## config.mk

```make
export PLATFORM = sky130hd
export DESIGN_NAME = stm1_framer
export DESIGN_NICKNAME = d
export VERILOG_FILES = /design/src/rtl/stm1_framer.sv
export SDC_FILE = /design/constraint.sdc
export NUM_CORES = 1
export LEC_CHECK = 0
export BUFFER_PORTS_ARGS = -buffer_cell sky130_fd_sc_hd__buf_2
export CORE_UTILIZATION = 51
export CTS_CLUSTER_DIAMETER = 100
export DETAILED_ROUTE_END_ITERATION = 8
export PLACE_DENSITY = 0.73
export SLEW_MARGIN = 10
export SYNTH_ARGS = -nofsm -noshare
export SYNTH_HDL_FRONTEND = slang
export SYNTH_SLANG_ARGS = --single-unit
```

## constraint.sdc

```tcl
create_clock -name clk -period 2.54 [get_ports clk]
set_clock_uncertainty 0.2 [all_clocks]
set_input_delay 0.127 -clock clk [delete_from_list [all_inputs] [get_ports clk]]
set_output_delay 0.127 -clock clk [all_outputs]
set_load 0.005 [all_outputs]
```

## src/rtl/stm1_framer.sv

```systemverilog
module stm1_framer #(
  parameter int ROWS = 9,
  parameter int COLS = 270,
  parameter int OH_COLS = 9,
  parameter int RUN = 3,
  parameter logic [7:0] A1 = 8'hF6,
  parameter logic [7:0] A2 = 8'h28,
  parameter int MISS_LIMIT = 5,
  parameter int LOF_FRAMES = 24,
  parameter int CLR_FRAMES = 24,
  localparam int RW = $clog2(ROWS),
  localparam int CW = $clog2(COLS)
) (
  input  logic          clk,
  input  logic          rst_n,
  input  logic          in_valid,
  input  logic [7:0]    in_byte,
  output logic          out_valid,
  output logic [7:0]    out_byte,
  output logic [RW-1:0] out_row,
  output logic [CW-1:0] out_col,
  output logic          frame_start,
  output logic          oh_col,
  output logic          oof,
  output logic          lof,
  output logic          ais_req
);
  localparam int PL = 2 * RUN;
  localparam int FB = ROWS * COLS;
  localparam int TW = $clog2(FB);
  localparam int DL = (LOF_FRAMES > CLR_FRAMES) ? LOF_FRAMES : CLR_FRAMES;
  localparam int DW = $clog2(DL + 1);
  localparam int MW = $clog2(MISS_LIMIT + 1);
  localparam logic [8*PL-1:0] PAT = {{RUN{A1}}, {RUN{A2}}};

  typedef enum logic [1:0] {HUNT, CHECK, LOCK} st_t;

  st_t st, st_n;
  logic [8*(PL-1)-1:0] hist;
  logic [8*PL-1:0] window;
  logic [RW-1:0] row_q, row_nx;
  logic [CW-1:0] col_q, col_nx;
  logic [MW-1:0] miss, miss_n;
  logic [TW-1:0] tick;
  logic [DW-1:0] dwell;
  logic hit, at_exp, oof_n;

  assign window  = {hist, in_byte};
  assign hit     = in_valid && (window == PAT);
  assign at_exp  = in_valid && (row_q == '0) && (col_q == CW'(PL - 1));
  assign oof     = (st != LOCK);
  assign oof_n   = (st_n != LOCK);
  assign ais_req = lof;

  always_comb begin
    col_nx = col_q + 1'b1;
    row_nx = row_q;
    if (col_q == CW'(COLS - 1)) begin
      col_nx = '0;
      row_nx = (row_q == RW'(ROWS - 1)) ? '0 : row_q + 1'b1;
    end
  end

  always_comb begin
    st_n   = st;
    miss_n = miss;
    case (st)
      HUNT:  if (hit) st_n = CHECK;
      CHECK: if (at_exp) st_n = hit ? LOCK : HUNT;
      LOCK:  if (at_exp) begin
               if (hit) miss_n = '0;
               else if (miss == MW'(MISS_LIMIT - 1)) begin
                 st_n   = HUNT;
                 miss_n = '0;
               end else miss_n = miss + 1'b1;
             end
      default: st_n = HUNT;
    endcase
  end

  always_ff @(posedge clk or negedge rst_n) begin
    if (!rst_n) begin
      st <= HUNT;
      miss <= '0;
      hist <= '0;
      row_q <= '0;
      col_q <= '0;
      tick <= '0;
      dwell <= '0;
      lof <= 1'b0;
      out_valid <= 1'b0;
      out_byte <= '0;
      out_row <= '0;
      out_col <= '0;
      frame_start <= 1'b0;
      oh_col <= 1'b0;
    end else begin
      out_valid   <= in_valid;
      frame_start <= in_valid && !oof && row_q == '0 && col_q == '0;
      oh_col      <= in_valid && !oof && col_q < CW'(OH_COLS);
      if (in_valid) begin
        out_byte <= lof ? 8'hFF : in_byte;
        out_row  <= row_q;
        out_col  <= col_q;
        hist     <= window[8*(PL-1)-1:0];
        st       <= st_n;
        miss     <= miss_n;
        if (st == HUNT && hit) begin
          row_q <= '0;
          col_q <= CW'(PL);
        end else begin
          row_q <= row_nx;
          col_q <= col_nx;
        end
        if (oof_n != oof) begin
          tick  <= '0;
          dwell <= '0;
        end else if (tick == TW'(FB - 1)) begin
          tick <= '0;
          if (dwell != DW'(DL)) dwell <= dwell + 1'b1;
          if (oof && dwell == DW'(LOF_FRAMES - 1)) lof <= 1'b1;
          if (!oof && dwell == DW'(CLR_FRAMES - 1)) lof <= 1'b0;
        end else begin
          tick <= tick + 1'b1;
        end
      end
    end
  end
endmodule

```

Yosys cells after proc, flatten, opt, wreduce, memory -nomap -nowiden
Cells that the tools add are included.
{"block": "word_totals", "reg_bits": 100, "input_bits": 11}
{"block": "classes", "addsub": 5, "magnitude_cmp": 1, "n_eq_ne": 13, "mux": 22, "bitwise": 1, "reduce_logical": 22}
{"cell": "$eq 48x48->1 const B", "n": 1}
{"cell": "$mux 12", "n": 2}
{"cell": "$mux 9", "n": 2}
{"cell": "$mux 5", "n": 3}
{"cell": "$add 12x1->12 const B", "n": 1}
{"cell": "$eq 12x12->1 const B", "n": 1}
{"cell": "$mux 2", "n": 6}
{"cell": "$mux 4", "n": 3}
{"cell": "$logic_and 1x1->1", "n": 10}
{"cell": "$add 9x1->9 const B", "n": 1}
{"cell": "$eq 9x3->1 const B", "n": 1}
{"cell": "$eq 9x9->1 const B", "n": 1}
{"cell": "$logic_not 9->1", "n": 1}
{"cell": "$lt 9x4->1 const B", "n": 1}
{"cell": "$mux 8", "n": 1}
{"cell": "$reduce_bool 2->1", "n": 4}
{"cell": "$mux 3", "n": 2}
{"cell": "$pmux 2 s3", "n": 1}
{"cell": "$reduce_and 3->1", "n": 2}
{"cell": "$add 5x1->5 const B", "n": 1}
{"cell": "$eq 5x5->1 const B", "n": 1}
{"cell": "$ne 5x5->1 const B", "n": 1}
{"cell": "$add 4x1->4 const B", "n": 1}
{"cell": "$eq 4x4->1 const B", "n": 1}
{"cell": "other kinds (13)", "n": 15}

Depth between registers and ports, before layout
Gate-level depths: netlist of run 1.
{"block": "logic_depth", "ltp_word": 9, "mapped_depth": 10, "mapped_depth_nobuf": 8}

Least setup slack after synthesis of run 1
Ideal clock, no wire load.
{"block": "synth_path", "path_type": "register -> register", "start": "register col_q[4]", "end": "register tick[0]", "setup_ps": 125, "arrival_time_ps": 2484, "required_time_ps": 2215, "path_slack_ps": -269, "stages_incl_launch_ff": 8, "synth_period_minus_slack_ps": 2809, "cell_sequence": "dfrtp_1 -> or4_4 -> or3_4 -> or4_1 -> mux2i_1 -> buf_4 -> nor3_1 -> mux2_4"}
{"block": "synth_via", "elab_chain_cells": 7}
{"element": "start, declared", "line": "42", "text": "logic [CW-1:0] col_q, col_nx;"}
{"element": "start signal, assigned", "line": "110", "text": "col_q <= CW'(PL);"}
{"element": "start signal, assigned", "line": "113", "text": "col_q <= col_nx;"}
{"element": "$eq 9x3->1 *", "line": "50", "text": "assign at_exp = in_valid && (row_q == '0) && (col_q == CW'(PL - 1));"}
{"element": "$logic_and 1x1->1 *", "line": "50"}
{"element": "$mux 2 (on tied branches)", "line": "70, 69"}
{"element": "$pmux 2 s3 *", "line": "67", "text": "case (st)"}
{"element": "$ne 2x2->1 *", "line": "52", "text": "assign oof_n = (st_n != LOCK);"}
{"element": "$ne 1x1->1 *", "line": "115", "text": "if (oof_n != oof) begin"}
{"element": "$mux 12 *", "line": "115"}
{"element": "end signal, assigned", "line": "124", "text": "tick <= tick + 1'b1;"}
{"element": "end, declared", "line": "44", "text": "logic [TW-1:0] tick;"}
Every way passes the cells marked *; elsewhere a longest branch is shown, timed or not.
A chain may end at the register's enable or synchronous reset.

Worst setup path after layout of run 1
{"block": "layout_path", "start": "register col_q[7]", "end": "register tick[0]"}
The elaborated chain is that of the path after synthesis.

==> run_results.csv, run 1 <==
group,metric,value,unit
outcome,violations,"negative setup slack",
worst_setup_path,cp.arrival,2.73,ns
placement,hpwl,6390,microns
grt,grt-ovfl-total,0,
layout,drive_gt1_share,39.6,%
power,p_total,4.33,mW
clock_tree,clock_sinks,100,
clock_tree,cts_tree,"done",
route,vias,3303,
floorplanning,die_h,96.9,microns
placement,gp_congestion,0.865,
floorplanning,top_level_ports,38,
logic_synthesis,synth_cells,394,
grt,antenna_found_initial,0,
layout,fin_cells,590,
grt,grt_use_total,21.5,%
sta,setup-tns-final,-1.01,ns
floorplanning,start_util,52.7,%
layout,diodes,0,
logic_synthesis,ys_ff_latch,100,
floorplanning,core_area,8720,sq um
placement,placed_area,5120,sq um
logic_synthesis,syn-num-nets,416,
logic_synthesis,yosysTopAreaCellShare,54.5,%
layout,nets,499,
logic_synthesis,ys_seq_area_share,54.5,%
worst_setup_path,critPathLaunchType,"flop",
sta,min_period,2.66,ns
logic_synthesis,syn_avg_cell_area,11.7,sq um
placement,dp.cells,555,
worst_setup_path,r2r_setup_slack,-0.12,ns
logic_synthesis,synth.distinct_cells,48,
power,irDropWorstVdd,0.490,mV
layout,area_delta_synth_final,23.2,%
layout,num-fill-cells,642,
route,ant_nets,0,
layout,final_util,64.9,%
clock_tree,cts.clk_slew.worst_paths,0.10,ns
sta,finalMaxSlewViolations,0,
sta,setup_viol,18,
logic_synthesis,yosysWarnings,0,
sta,min_period_over_period,105,%
sta,layout_setup_ws,-0.122,ns
floorplanning,die_area,9390,sq um
route,vias_per_cell,5.60,
worst_setup_path,critical_path_class,"reg2reg",
layout,fin_area,5660,sq um
flow_run,drv_cap,0,
min_path,hold_class,"in2reg",
clock_tree,root_buffer,"clkbuf_8",
layout,multi_input_area,2110,sq um
logic_synthesis,synth_top_cell_by_area,"dfrtp_1",
worst_setup_path,cp_max_fo,3,
grt,grt_pass1_vias,3289,
route,wl_per_cell,16.8,microns
sta,hold_viol_final,0,
clock_tree,htreeDepth,3,
grt,grt_pass1_wl,16100,microns
grt,grt_start_max_net_pins,104,
route,first_iter_violations,164,
route,wl,9880,microns
layout,final_cell_mix,"100 x dfrtp_1, 56 x mux2_2, 36 x buf_4, 35 x buf_2, 26 x nor2_1",
worst_setup_path,critPathRequiredTime,2.61,ns
power,p_leak,2.57,nW
clock_tree,clockBufferDepth,2,
clock_tree,clkLatencyLatePin,0.37,ns
floorplanning,die_width,96.9,microns
layout,layout_commonest_cell,"dfrtp_1",
route,dr.pass1.iters,5,
power,powerDensity,765,nW/um^2
route,drc,0,
logic_synthesis,yosys-top-cells-area,"dfrtp_1 54%, mux2_2 14%, ha_1 3.0%",
layout,regArea,2500,sq um
sta,maxSlewHeadroom,59.9,%
sta,tightest_slew,0.601,ns
sta,rsz0062_at_grt,"true",
sta,max_freq,376,MHz
logic_synthesis,syn_area,4590,sq um
placement,port_buffers,37,
worst_setup_path,cp-end-kind,"flop",
clock_tree,cts_buffers,9,
sta,timing.hold.ws,0.0491,ns
placement,place_ws,-0.217,ns
outcome,status,"finished with violations",
floorplanning,rows,34,
critical path: stages (launching register included):
cell and delay (ns):
dfrtp_1 0.39, or4_4 0.53, or3_4 0.35, or4_4 0.43, mux2i_4 0.21, buf_6 0.15
nor3_2 0.04, mux2_4 0.25
Yosys cell counts, drive strengths merged:
master / n
nand2: 16
clkbuf: 5
xor2: 8
xnor2: 5
a22o: 3
nor2b: 4
o31ai: 1
o32ai: 1
and4: 3
or4bb: 1
or3: 3
and2: 2
dfrtp: 100
nand2b: 4
a21oi: 18
mux2i: 2
and3: 6
a41oi: 2
a311oi: 1
o22ai: 5
a31oi: 3
nor3b: 2
or4: 2
ha: 11
nand4b: 3
buf: 13
a21o: 1
nand3b: 1
mux2: 58
nor4b: 5
inv: 19
o2bb2ai: 1
nor4: 5
o21a: 1
a32o: 1
nand3: 9
or4b: 2
o21ai: 12
nor2: 38
nor3: 8
nand4: 9
layer usage:
metal / vias to the layer above / track usage [%] / part of all wire, %
met4: 0 / 6.43 / 1.1
met1: 1667 / 28.3 / 45
met3: 12 / 5.13 / 3.4
met5: - / 0 / 0
li1: 1564 / - / -
met2: 60 / 35.5 / 51
power by group:
part / internal, mW / switching [mW] / total, mW
Clock: 0.379 / 0.604 / 0.983
Combinational: 0.631 / 0.538 / 1.17
Sequential: 1.92 / 0.261 / 2.18
Total: 2.93 / 1.40 / 4.33
area by class of cell:
type                       instances  share of cell area, %
clock inverter                     7                   1.11
clock buffer                       9                   2.19
timing repair buffer              89                   11.6
sequential                       100                   44.2
multi-input combinational        258                   37.3
tap                              108                   2.39
inverter                          19                   1.26
kinds of logic after synthesis:
logic type | synth area share (%)
simple gates | 15.0
flops | 54.5
mux | 14.7
compound gates | 6.76
buf+inv | 3.49
xor+xnor | 2.48
fa+ha+maj | 3.00
what timing repair did:
item,CTS,global route
hold endpoints to repair,60,0
resized for setup,10,35
buffers inserted,4,5
gates cloned,2,0
hold buffers,9,0
pin swaps,5,20
setup endpoints to repair,33,32
flip-flops by register name, indices dropped and copies added, names as in the netlist:
register and cells:
out_valid 1, hist 40, out_row 4, frame_start 1
row_q 4, st 2, ais_req 1, miss 3
dwell 5, out_byte 8, oh_col 1, out_col 9
tick 12, col_q 9
final timing paths:
check / from / endpoint / cells after the start
worst min-delay path: in_valid / out_valid$_DFF_PN0_ / 2
max in group asynchronous: rst_n / hist[0]$_DFFE_PN0P_ / 3
worst max-delay path: col_q[7]$_DFFE_PN0P_ / tick[0]$_DFFE_PN0P_ / 7
worst min register to register: out_col[5]$_DFFE_PN0P_ / out_col[5]$_DFFE_PN0P_ / 1
worst max register to register: col_q[7]$_DFFE_PN0P_ / tick[0]$_DFFE_PN0P_ / 7
min in group asynchronous: rst_n / tick[4]$_DFFE_PN0P_ / 2
No activity file was read; power rests on OpenSTA's default activity.
==> inputs of run 2 (changes only) <==
CORE_ASPECT_RATIO = 0.7   (was unset)
SLEW_MARGIN = 20   (was 10)
clock period = 2.3 ns   (was 2.54 ns; I/O delays follow)
==> run 2 against run 1 <==
  * The flow still finishes with violations (negative setup slack)
  * Critical path type unchanged
  * Register-to-register slack got worse by 0.19 ns
  * Critical endpoint is now ais_req$_DFFE_PN0P_
  * Worst setup slack worse by 0.19 ns
  * Total power up 21%
  * Largest power group unchanged
  * Via count rose by 1.5%
  * Combinational power up 22%
==> run_results.csv, run 2 (same netlist as run 1, synthesis figures left out) <==
group,metric,value,unit
power,power.share.clock,27.8,%
power,pwr-share-comb,27.2,%
worst_setup_path,r2r_cells,7,
layout,final_util,67.9,%
worst_setup_path,cp.arrival,2.65,ns
route,wl_per_cell,16.0,microns
sta,rsz0062_at_grt,"true",
layout,nets,520,
grt,grt_pass1_vias,3285,
worst_setup_path,critPathRequiredTime,2.34,ns
worst_setup_path,worstPathCellList,"or4_4 > or3_4 > or4_1 > mux2i_1 > buf_4 > nor4_4 > mux2_2",
layout,drive_gt1_share,40.0,%
outcome,violations,"negative setup slack",
clock_tree,htreeDepth,3,
layout,diodes,0,
grt,grt_start_max_net_pins,53,
clock_tree,clkLatencyLatePin,0.35,ns
grt,grt_use_total,23.4,%
layout,top_regs,"hist (40), tick (12)",
power,p_switching,1.55,mW
worst_setup_path,critPathLaunchType,"flop",
route,vias,3354,
worst_setup_path,cp-end-kind,"flop",
layout,num-fill-cells,630,
clock_tree,cts_tree,"done",
sta,min_period,2.61,ns
layout,layout_commonest_cell,"dfrtp_1",
placement,port_buffers,37,
clock_tree,clockBufferDepth,2,
placement,hpwl,6600,microns
placement,gp_congestion,0.849,
floorplanning,die_area,9390,sq um
clock_tree,cts.clk_slew.worst_paths,0.07,ns
clock_tree,root_buffer,"clkbuf_16",
layout,largest-register,"hist",
route,dr.pass1.iters,4,
route,wl,9960,microns
worst_setup_path,r2r_setup_slack,-0.31,ns
clock_tree,clock_sinks,100,
placement,placed_area,5280,sq um
min_path,hold_class,"in2async",
sta,setup_viol,33,
route,first_iter_violations,159,
sta,maxSlewHeadroom,57.1,%
worst_setup_path,crit_start,"col_q[7]$_DFFE_PN0P_",
floorplanning,die_h,81.4,microns
power,irDropWorstVdd,0.515,mV
sta,layout_setup_ws,-0.310,ns
layout,fin_area,5830,sq um
sta,min_period_over_period,113,%
worst_setup_path,path_buf_inv,1,
power,p_leak,2.70,nW
sta,timing.hold.ws,0.140,ns
worst_setup_path,timing.rr.end,"ais_req$_DFFE_PN0P_",
worst_setup_path,critical_path_class,"reg2reg",
power,p_int,3.69,mW
layout,largest_register_ffs,40,
floorplanning,core_area,8580,sq um
route,drc,0,
grt,grt_pass1_wl,16300,microns
floorplanning,die_width,115,microns
power,powerDensity,900,nW/um^2
sta,setup-tns-final,-6.25,ns
layout,area_delta_synth_final,26.9,%
power,power_switching_share,29.6,%
placement,place_ws,-0.372,ns
floorplanning,rows,28,
floorplanning,start_util,53.5,%
outcome,status,"finished with violations",
flow_run,drv_cap,0,
route,vias_per_cell,5.38,
sta,hold_viol_final,0,
sta,finalMaxSlewViolations,0,
clock_tree,cts_buffers,9,
worst_setup_path,critPathTopFamily,"simple AND/OR/NAND/NOR gates",
sta,max_freq,383,MHz
route,ant_nets,0,
layout,final_cell_mix,"100 x dfrtp_1, 63 x buf_4, 57 x mux2_2, 35 x buf_2, 29 x nor2_1",
grt,antenna_found_initial,0,
power,seq_power_share,45.0,%
worst_setup_path,cpMaxStageDelayCell,"or4_4",
floorplanning,top_level_ports,38,
grt,grt-ovfl-total,0,
sta,tightest_slew,0.643,ns
worst_setup_path,critical-path-max-stage-delay,0.53,ns
worst_setup_path,cp_max_fo,7,
worst_setup_path,reg2reg_from,"col_q[7]$_DFFE_PN0P_",
==> run 2: cell count changes in the layout (fill, tap and decap cells not counted), sizes merged <==
cell,delta
buf,+21
inv,-3
dlygate4sd3,+1
o21a,-1
clkbuf,+2
clkinvlp,+1
==> run 2: area by class of cell <==
cell class,count,area [sq um],share of cell area (%)
Multi-Input combinational cell,257,2040,34.9
Timing Repair Buffer,111,782,13.4
Inverter,19,71.3,1.22
Sequential cell,100,2500,42.9
Clock inverter,5,43.8,0.751
Tap cell,120,150,2.58
Clock buffer,11,243,4.16
==> run 2: through the flow <==
step                power, mW  std cells
floorplan                3.10        394
global placement         3.62        589
detailed placement       3.68        589
CTS                      5.18        618
global route             5.53        623
finish                   5.24        623
==> run 2: metal layers <==
layer	GRT usage (%)	share of wire, %
met5	0	0
met4	5.97	0.83
met1	33.2	48
met2	34.9	46
met3	7.16	5.2
==> run 2: worst max path at each step <==
stage                                to  depth (start not counted)
global route        ais_req$_DFFE_PN0P_                          7
CTS                 ais_req$_DFFE_PN0P_                          7
global placement    ais_req$_DFFE_PN0P_                          7
finish              ais_req$_DFFE_PN0P_                          7
floorplan           tick[0]$_DFFE_PN0P_                          7
detailed placement  ais_req$_DFFE_PN0P_                          7
==> run 2: power by group through the flow <==
stage / sequential, mW / clock (mW) / combinational (mW)
after floorplan: 2.38 / 0 / 0.722
after global placement: 2.37 / 0 / 1.25
after detailed placement: 2.39 / 0 / 1.29
after CTS: 2.36 / 1.49 / 1.33
after global routing: 2.40 / 1.56 / 1.57
final: 2.36 / 1.46 / 1.43
==> run 2: what timing repair did <==
| item | 4_1_cts | 5_1_grt |
|---|---|---|
| setup buffers | 2 | 5 |
| setup endpoints to repair | 33 | 35 |
| gates resized for setup | 9 | 18 |
| hold buffers | 10 | 0 |
| pin swaps | 3 | 7 |
| hold endpoints to repair | 62 | 0 |
| cloned | 1 | 0 |
